[src/rtl/bmo_pkg.sv]
package bmo_pkg;

  typedef enum logic [1:0] {
    FORM_DIRECT = 2'd0,
    FORM_PTR    = 2'd1,
    FORM_TABLE  = 2'd2,
    FORM_REJECT = 2'd3
  } form_e;

  typedef enum logic [1:0] {
    SQ_IDLE = 2'd0,
    SQ_PTR  = 2'd1,
    SQ_CNT  = 2'd2,
    SQ_ADR  = 2'd3
  } seq_e;

  localparam logic [1:0] KIND_BLOCK_MOVE = 2'b00;

endpackage

[src/rtl/bmo_decode.sv]
module bmo_decode
  import bmo_pkg::*;
#(
  parameter int HDR_W = 4
) (
  input  logic [HDR_W-1:0] hdr,
  output form_e            form,
  output logic             bad_kind,
  output logic             bad_combo
);
  localparam int KIND_HI = HDR_W - 1;
  localparam int PTR_BIT = HDR_W - 3;
  localparam int TBL_BIT = HDR_W - 4;

  logic [1:0] kind;
  logic       use_ptr;
  logic       use_tbl;

  assign kind      = hdr[KIND_HI -: 2];
  assign use_ptr   = hdr[PTR_BIT];
  assign use_tbl   = hdr[TBL_BIT];
  assign bad_kind  = (kind != KIND_BLOCK_MOVE);
  assign bad_combo = use_ptr & use_tbl;

  always_comb begin
    if (bad_kind || bad_combo) form = FORM_REJECT;
    else if (use_ptr)          form = FORM_PTR;
    else if (use_tbl)          form = FORM_TABLE;
    else                       form = FORM_DIRECT;
  end

  always_comb begin
    a_r6_reject_on_combo: assert (!bad_combo || form == FORM_REJECT);
    a_r7_reject_on_kind:  assert (!bad_kind  || form == FORM_REJECT);
  end
endmodule

[src/rtl/bmo_addr_gen.sv]
module bmo_addr_gen #(
  parameter int ADDR_W     = 32,
  parameter int OFF_W      = 24,
  parameter int WORD_BYTES = 4
) (
  input  logic [ADDR_W-1:0] base,
  input  logic [OFF_W-1:0]  disp,
  input  logic [ADDR_W-1:0] cur_addr,
  output logic [ADDR_W-1:0] tbl_addr,
  output logic [ADDR_W-1:0] nxt_addr
);
  localparam int EXT_W = ADDR_W - OFF_W;

  function automatic logic [ADDR_W-1:0] widen_signed(input logic [OFF_W-1:0] d);
    return {{EXT_W{d[OFF_W-1]}}, d};
  endfunction

  function automatic logic [ADDR_W-1:0] rel_addr(input logic [ADDR_W-1:0] b,
                                                 input logic [OFF_W-1:0]  d);
    return b + widen_signed(d);
  endfunction

  function automatic logic [ADDR_W-1:0] step_word(input logic [ADDR_W-1:0] a);
    return a + ADDR_W'(WORD_BYTES);
  endfunction

  assign tbl_addr = rel_addr(base, disp);
  assign nxt_addr = step_word(cur_addr);
endmodule

[src/rtl/bmo_fsm.sv]
module bmo_fsm
  import bmo_pkg::*;
#(
  parameter int ADDR_W = 32,
  parameter int CNT_W  = 24,
  parameter int DATA_W = 32
) (
  input  logic              clk,
  input  logic              rst_n,
  input  logic              start,
  input  form_e             form,
  input  logic [CNT_W-1:0]  cnt_field,
  input  logic [ADDR_W-1:0] word1,
  input  logic [ADDR_W-1:0] tbl_addr,
  input  logic [ADDR_W-1:0] nxt_addr,
  output logic [ADDR_W-1:0] fetch_addr,
  output logic              mem_req,
  input  logic [DATA_W-1:0] mem_rdata,
  input  logic              mem_valid,
  output logic              busy,
  output logic              done,
  output logic              illegal,
  output logic [CNT_W-1:0]  count_out,
  output logic [ADDR_W-1:0] addr_out
);
  seq_e              sq_q;
  logic [ADDR_W-1:0] fa_q;
  logic [CNT_W-1:0]  cnt_hold_q;
  logic [CNT_W-1:0]  cnt_q;
  logic [ADDR_W-1:0] adr_q;
  logic              done_q;
  logic              ill_q;

  logic ev_accept;
  logic ev_beat;
  logic ev_commit;

  assign busy      = (sq_q != SQ_IDLE) | done_q | ill_q;
  assign ev_accept = start & ~busy;
  assign ev_beat   = (sq_q != SQ_IDLE) & mem_valid;
  assign ev_commit = ev_beat & ((sq_q == SQ_PTR) | (sq_q == SQ_ADR));

  always_ff @(posedge clk or negedge rst_n) begin
    if (!rst_n) begin
      sq_q       <= SQ_IDLE;
      fa_q       <= '0;
      cnt_hold_q <= '0;
      cnt_q      <= '0;
      adr_q      <= '0;
      done_q     <= 1'b0;
      ill_q      <= 1'b0;
    end else begin
      done_q <= 1'b0;
      ill_q  <= 1'b0;
      unique case (sq_q)
        SQ_IDLE: begin
          if (ev_accept) begin
            unique case (form)
              FORM_DIRECT: begin
                cnt_q  <= cnt_field;
                adr_q  <= word1;
                done_q <= 1'b1;
              end
              FORM_PTR: begin
                cnt_hold_q <= cnt_field;
                fa_q       <= word1;
                sq_q       <= SQ_PTR;
              end
              FORM_TABLE: begin
                fa_q <= tbl_addr;
                sq_q <= SQ_CNT;
              end
              default: ill_q <= 1'b1;
            endcase
          end
        end
        SQ_CNT: begin
          if (ev_beat) begin
            cnt_hold_q <= mem_rdata[CNT_W-1:0];
            fa_q       <= nxt_addr;
            sq_q       <= SQ_ADR;
          end
        end
        default: begin
          if (ev_commit) begin
            cnt_q  <= cnt_hold_q;
            adr_q  <= mem_rdata[ADDR_W-1:0];
            done_q <= 1'b1;
            sq_q   <= SQ_IDLE;
          end
        end
      endcase
    end
  end

  assign fetch_addr = fa_q;
  assign mem_req    = (sq_q != SQ_IDLE);
  assign done       = done_q;
  assign illegal    = ill_q;
  assign count_out  = cnt_q;
  assign addr_out   = adr_q;

  a_r9_req_held: assert property (@(posedge clk) disable iff (!rst_n)
    mem_req && !mem_valid |=> mem_req && $stable(fetch_addr));

  a_r8_done_one_cycle: assert property (@(posedge clk) disable iff (!rst_n)
    done |=> !done);

  a_r8_pulses_exclusive: assert property (@(posedge clk) disable iff (!rst_n)
    $onehot0({done, illegal}));

  a_r6_reject_no_read: assert property (@(posedge clk) disable iff (!rst_n)
    illegal |-> !mem_req);

  a_r6_reject_keeps_operands: assert property (@(posedge clk) disable iff (!rst_n)
    illegal |-> $stable(count_out) && $stable(addr_out));

  a_r8_idle_after_done: assert property (@(posedge clk) disable iff (!rst_n)
    done |-> !mem_req);
endmodule

[src/rtl/bmove_operand_seq.sv]
module bmove_operand_seq
  import bmo_pkg::*;
#(
  parameter int ADDR_W     = 32,
  parameter int CNT_W      = 24,
  parameter int OFF_W      = 24,
  parameter int WORD_BYTES = 4
) (
  input  logic              clk,
  input  logic              rst_n,
  input  logic              start,
  input  logic [ADDR_W-1:0] instr_w0,
  input  logic [ADDR_W-1:0] instr_w1,
  input  logic [ADDR_W-1:0] base_addr,
  output logic              mem_req,
  output logic [ADDR_W-1:0] mem_addr,
  input  logic [ADDR_W-1:0] mem_rdata,
  input  logic              mem_valid,
  output logic              busy,
  output logic              done,
  output logic              illegal,
  output logic [CNT_W-1:0]  count_out,
  output logic [ADDR_W-1:0] addr_out
);
  localparam int HDR_W = 4;

  form_e             form;
  logic              bad_kind;
  logic              bad_combo;
  logic [ADDR_W-1:0] tbl_addr;
  logic [ADDR_W-1:0] nxt_addr;
  logic [ADDR_W-1:0] fetch_addr;

  bmo_decode #(.HDR_W(HDR_W)) u_decode (
    .hdr       (instr_w0[ADDR_W-1 -: HDR_W]),
    .form      (form),
    .bad_kind  (bad_kind),
    .bad_combo (bad_combo)
  );

  bmo_addr_gen #(
    .ADDR_W(ADDR_W), .OFF_W(OFF_W), .WORD_BYTES(WORD_BYTES)
  ) u_addr_gen (
    .base     (base_addr),
    .disp     (instr_w1[OFF_W-1:0]),
    .cur_addr (fetch_addr),
    .tbl_addr (tbl_addr),
    .nxt_addr (nxt_addr)
  );

  bmo_fsm #(
    .ADDR_W(ADDR_W), .CNT_W(CNT_W), .DATA_W(ADDR_W)
  ) u_fsm (
    .clk        (clk),
    .rst_n      (rst_n),
    .start      (start),
    .form       (form),
    .cnt_field  (instr_w0[CNT_W-1:0]),
    .word1      (instr_w1),
    .tbl_addr   (tbl_addr),
    .nxt_addr   (nxt_addr),
    .fetch_addr (fetch_addr),
    .mem_req    (mem_req),
    .mem_rdata  (mem_rdata),
    .mem_valid  (mem_valid),
    .busy       (busy),
    .done       (done),
    .illegal    (illegal),
    .count_out  (count_out),
    .addr_out   (addr_out)
  );

  assign mem_addr = fetch_addr;

  a_r7_reject_flagged: assert property (@(posedge clk) disable iff (!rst_n)
    start && !busy && (bad_kind || bad_combo) |=> illegal && !mem_req);
endmodule

[config.mk]
export PLATFORM = sky130hd
export DESIGN_NAME = bmove_operand_seq
export DESIGN_NICKNAME = d
export VERILOG_FILES = /design/src/rtl/bmo_pkg.sv /design/src/rtl/bmo_decode.sv /design/src/rtl/bmo_addr_gen.sv /design/src/rtl/bmo_fsm.sv /design/src/rtl/bmove_operand_seq.sv
export SDC_FILE = /design/constraint.sdc
export NUM_CORES = 1
export LEC_CHECK = 0
export BUFFER_PORTS_ARGS = -buffer_cell sky130_fd_sc_hd__buf_4
export CAP_MARGIN = 20
export CORE_MARGIN = 5
export CORE_UTILIZATION = 48
export DETAILED_ROUTE_END_ITERATION = 7
export PLACE_DENSITY_LB_ADDON = 0.15
export SLEW_MARGIN = 30
export SYNTH_ARGS = -nofsm -noshare
export SYNTH_HDL_FRONTEND = slang
export SYNTH_SLANG_ARGS = --single-unit
[constraint.sdc]
create_clock -name clk -period 2 [get_ports clk]
set_input_delay 0.2 -clock clk [delete_from_list [all_inputs] [get_ports clk]]
set_output_delay 0.2 -clock clk [all_outputs]
set_load 0.1 [all_outputs]
==> flow_metrics.tcl <==
set metrics [dict create \
    outcome "finished, violations left" \
    violations "setup timing" \
    cts_buffers 17 \
    synth.top_cell.area_share_pct 37.7 \
    io_pins 224 \
    synth_warnings 0 \
    worst_slew_pin_slew_ns 0.738 \
    nets 1522 \
    viasPerCell 6.29 \
    synth_compound_area_share_pct 23.3 \
    grt_antenna_before_repair 1 \
    htreeDepth 4 \
    clock_power_share_pct 13.8 \
    whs_ns 0.0473 \
    place_ws_ns -0.700 \
    ir_worst_vdd_mv 1.82 \
    hpwl_um 21500 \
    synth_top_area_cell "dfrtp_1" \
    p_int_uw 10300 \
    drt-initial-drc-count 1193 \
    combinationalPowerShare_pct 66.0 \
    dieArea_um2 18700 \
    max_clock_freq_ghz 0.440 \
    clockRootBuffer "clkbuf_16" \
    drive_above_1_share_pct 53.2 \
    slew_headroom_pct 50.8 \
    diodes 0 \
    crit_path_end_kind "flop" \
    synth_seq_area_share_pct 37.7 \
    wl_per_cell_um 24.8 \
    setup_viol 107 \
    seqPwrFrac_pct 20.2 \
    synth_top_family_by_area "compound AO/OA/AOI/OAI gates" \
    layout_setup_ws_ns -0.271 \
    cts_tree "built" \
    grt_remaining_overflow 0 \
    rsz0062_at_grt "yes" \
    synth_area_um2 7700 \
    fp.dieW_um 137 \
    min_path_type "in2reg" \
    vias 9952 \
    first_pass_iters 6 \
    cellPowerDensity_nw_per_um2 1740 \
    clock_latency_ns 0.43 \
    p_switching_uw 13400 \
    place.gp.congestion 0.925 \
    synth_simple_gate_area_share_pct 18.4 \
    synth_edf_count 0 \
    synthTopCellsByArea "dfrtp_1 (38%), mux2i_1 (8.2%), nand2_1 (7.3%), o21ai_0 (6.2%), ha_1 (5.9%)" \
    synth_fa_ha_area_share_pct 6.11 \
    area_delta_synth_final_pct 77.7 \
    clk_path_buf_depth 2 \
    met2_length_um 18000 \
    port_buffers 219 \
    ys_ff_latch 116 \
    hold_viol_final 0 \
    drv_cap 0 \
    avgSynthCellArea_um2 8.36 \
    path_clk_slew_ns 0.07 \
    timing.final.crit_share_pct 114 \
    fp-row-count 46 \
    wl_um 39200 \
    remaining_drc_errors 0 \
    fin_worst_skew_ns 0.00985 \
    syn_nets 1090 \
    maxSlewViolCount 0 \
    path_class "reg2reg" \
    synth_cell_types 63 \
    antenna_left 0 \
    fin_crit_ns 2.27 \
    async_flop_share_pct 100 \
    muxShareOfSynthArea_pct 8.34 \
    grt_max_degree 50 \
    synth_top_flop_cell "dfrtp_1" \
    coreArea_um2 15800 \
    top_layer_used "met5" \
    fp.dieH_um 137 \
    path_max_fanout 6 \
    critPathLaunchType "flop" \
    grt_pass1_wl_um 47200 \
    switching_share_pct 56.6 \
    power_leakage_uw 0.00650 \
    syn_inst 921 \
    synth-xor-area-share_pct 2.62 \
    grt_usage_pct 32.9 \
    start_util_pct 48.6 \
    worstPathRequired_ns 2.33 \
    cts_sinks 116 \
    grt_pass1_vias 8838 \
    critPathArrivalTime_ns 2.60 \
    setup-tns-final_ns -14.54 \
    drt-met1-wl_um 13700 \
    met3_length_um 4490 \
]
-- state kept, by name, summed over array words and instances (netlist names) --
name              flops
u_fsm.done            1
u_fsm.fetch_addr     32
u_fsm.cnt_hold_q     24
u_fsm.illegal         1
u_fsm.sq_q            2
u_fsm.count_out      24
u_fsm.addr_out       32
-- metrics by stage --
| step | cells | area, µm² | utilization, % | total power [µW] |
|---|---|---|---|---|
| after global routing | 1582 | 13700 | 86.4 | 24300 |
| final | 1582 | 13700 | 86.4 | 23700 |
| after CTS | 1551 | 12400 | 78.1 | 20900 |
| after detailed placement | 1490 | 11100 | 70.0 | 17100 |
| after floorplan | 921 | 7950 | - | 13700 |
| after global placement | 1490 | 11100 | 70.0 | 17000 |
-- path summary, 6_finish.rpt --
path                                           startpoint                         endpoint  slack, ns  cells after the start
hold reg to reg            u_fsm.addr_out[26]$_DFFE_PN0P_   u_fsm.addr_out[26]$_DFFE_PN0P_       0.48                      2
setup reg to reg                  u_fsm.illegal$_DFF_PN0_  u_fsm.cnt_hold_q[9]$_DFFE_PN0P_      -0.27                     10
min in group asynchronous                           rst_n  u_fsm.fetch_addr[1]$_DFFE_PN0P_       0.31                      2
setup / recovery                  u_fsm.illegal$_DFF_PN0_  u_fsm.cnt_hold_q[9]$_DFFE_PN0P_      -0.27                     10
hold / removal                               mem_rdata[8]  u_fsm.cnt_hold_q[8]$_DFFE_PN0P_       0.05                      3
max in group asynchronous                           rst_n  u_fsm.cnt_hold_q[3]$_DFFE_PN0P_       0.99                      3
-- cell usage in the layout (no fill, tap or decap), types with 11 or more instances in the layout --
master	netlist	layout
nand2_1	149	105
nor2_2	1	11
a21o_1	20	19
o21ai_0	95	19
nand2_4	0	34
buf_6	0	27
a21oi_2	0	16
o21ai_1	0	25
nor3_1	16	13
dfrtp_4	0	13
o21ai_2	0	50
xnor2_1	13	12
nor2_1	86	51
mux2i_1	63	63
ha_1	36	33
nand4_1	11	11
buf_12	0	17
nor2_4	2	27
a31oi_1	38	34
nand3_1	17	16
a21oi_1	70	51
inv_1	15	15
buf_4	0	397
clkbuf_16	0	31
dfrtp_1	116	93
-- cells by family after synthesis --
| logic type | count (synthesis) |
|---|---|
| xor gates and xnor gates | 23 |
| muxes | 64 |
| AOI/OAI and AO/OA | 292 |
| buffers and inverters | 70 |
| DFF | 116 |
| adders and majority gates | 37 |
| and+or+nand+nor | 319 |
-- cell usage after synthesis (3+ instances only) --
cell type / n
nor2b_1: 7
xnor2_1: 13
buf_2: 7
nand2_1: 149
mux2i_1: 63
or3_1: 3
xor2_1: 10
inv_1: 15
nor3_1: 16
nand4_1: 11
a21oi_1: 70
a31o_2: 3
dfrtp_1: 116
a31oi_1: 38
o22ai_1: 10
o21ai_0: 95
a211oi_1: 13
nor4_1: 3
and3_1: 4
o31ai_2: 3
ha_1: 36
o211ai_1: 4
a21boi_0: 3
nor2_1: 86
o21bai_1: 5
o31ai_1: 3
clkbuf_1: 46
nand2b_1: 5
nand3_1: 17
o21a_1: 5
and2_1: 5
a21o_1: 20
-- routing by layer --
layer	vias up	GRT usage, %
li1	4201	-
met1	4704	42.5
met2	782	54.2
met3	263	6.03
met4	2	13.4
met5	-	0
-- repair_timing --
item                       4_1_cts  5_1_grt
hold endpoints to repair        36        0
pin swaps                       27       75
gates cloned                     8       21
hold buffers                     2        0
setup endpoints to repair       57      102
resized for setup               86      288
setup buffers                   20       15
-- final cells by class --
class | count | area (µm²)
tap | 216 | 270
inverter | 16 | 60.1
multi-input combinational | 735 | 5580
sequential | 116 | 2960
clock buffer | 18 | 429
clock inverter | 14 | 176
timing repair buffer | 467 | 4200
fill | 767 | 2150
-- critical path, stage by stage (launching register included) --
cell and delay [ns]:
dfrtp_2 0.41, or4_4 0.56, nor2_4 0.16, buf_6 0.13
nand2_4 0.05, a21oi_4 0.19, buf_6 0.15, buf_12 0.10
clkbuf_16 0.17, nor2_4 0.04, a31oi_1 0.20
-- power groups by stage --
| stage | Combinational [µW] | Clock (µW) | Sequential, µW |
|---|---|---|---|
| after global routing | 16100 | 3370 | 4870 |
| final | 15700 | 3280 | 4800 |
| after global placement | 12700 | 0 | 4300 |
| after CTS | 13400 | 3200 | 4330 |
| after floorplan | 3180 | 0 | 10500 |
| after detailed placement | 12800 | 0 | 4330 |
(Power assumes the default switching activity.)
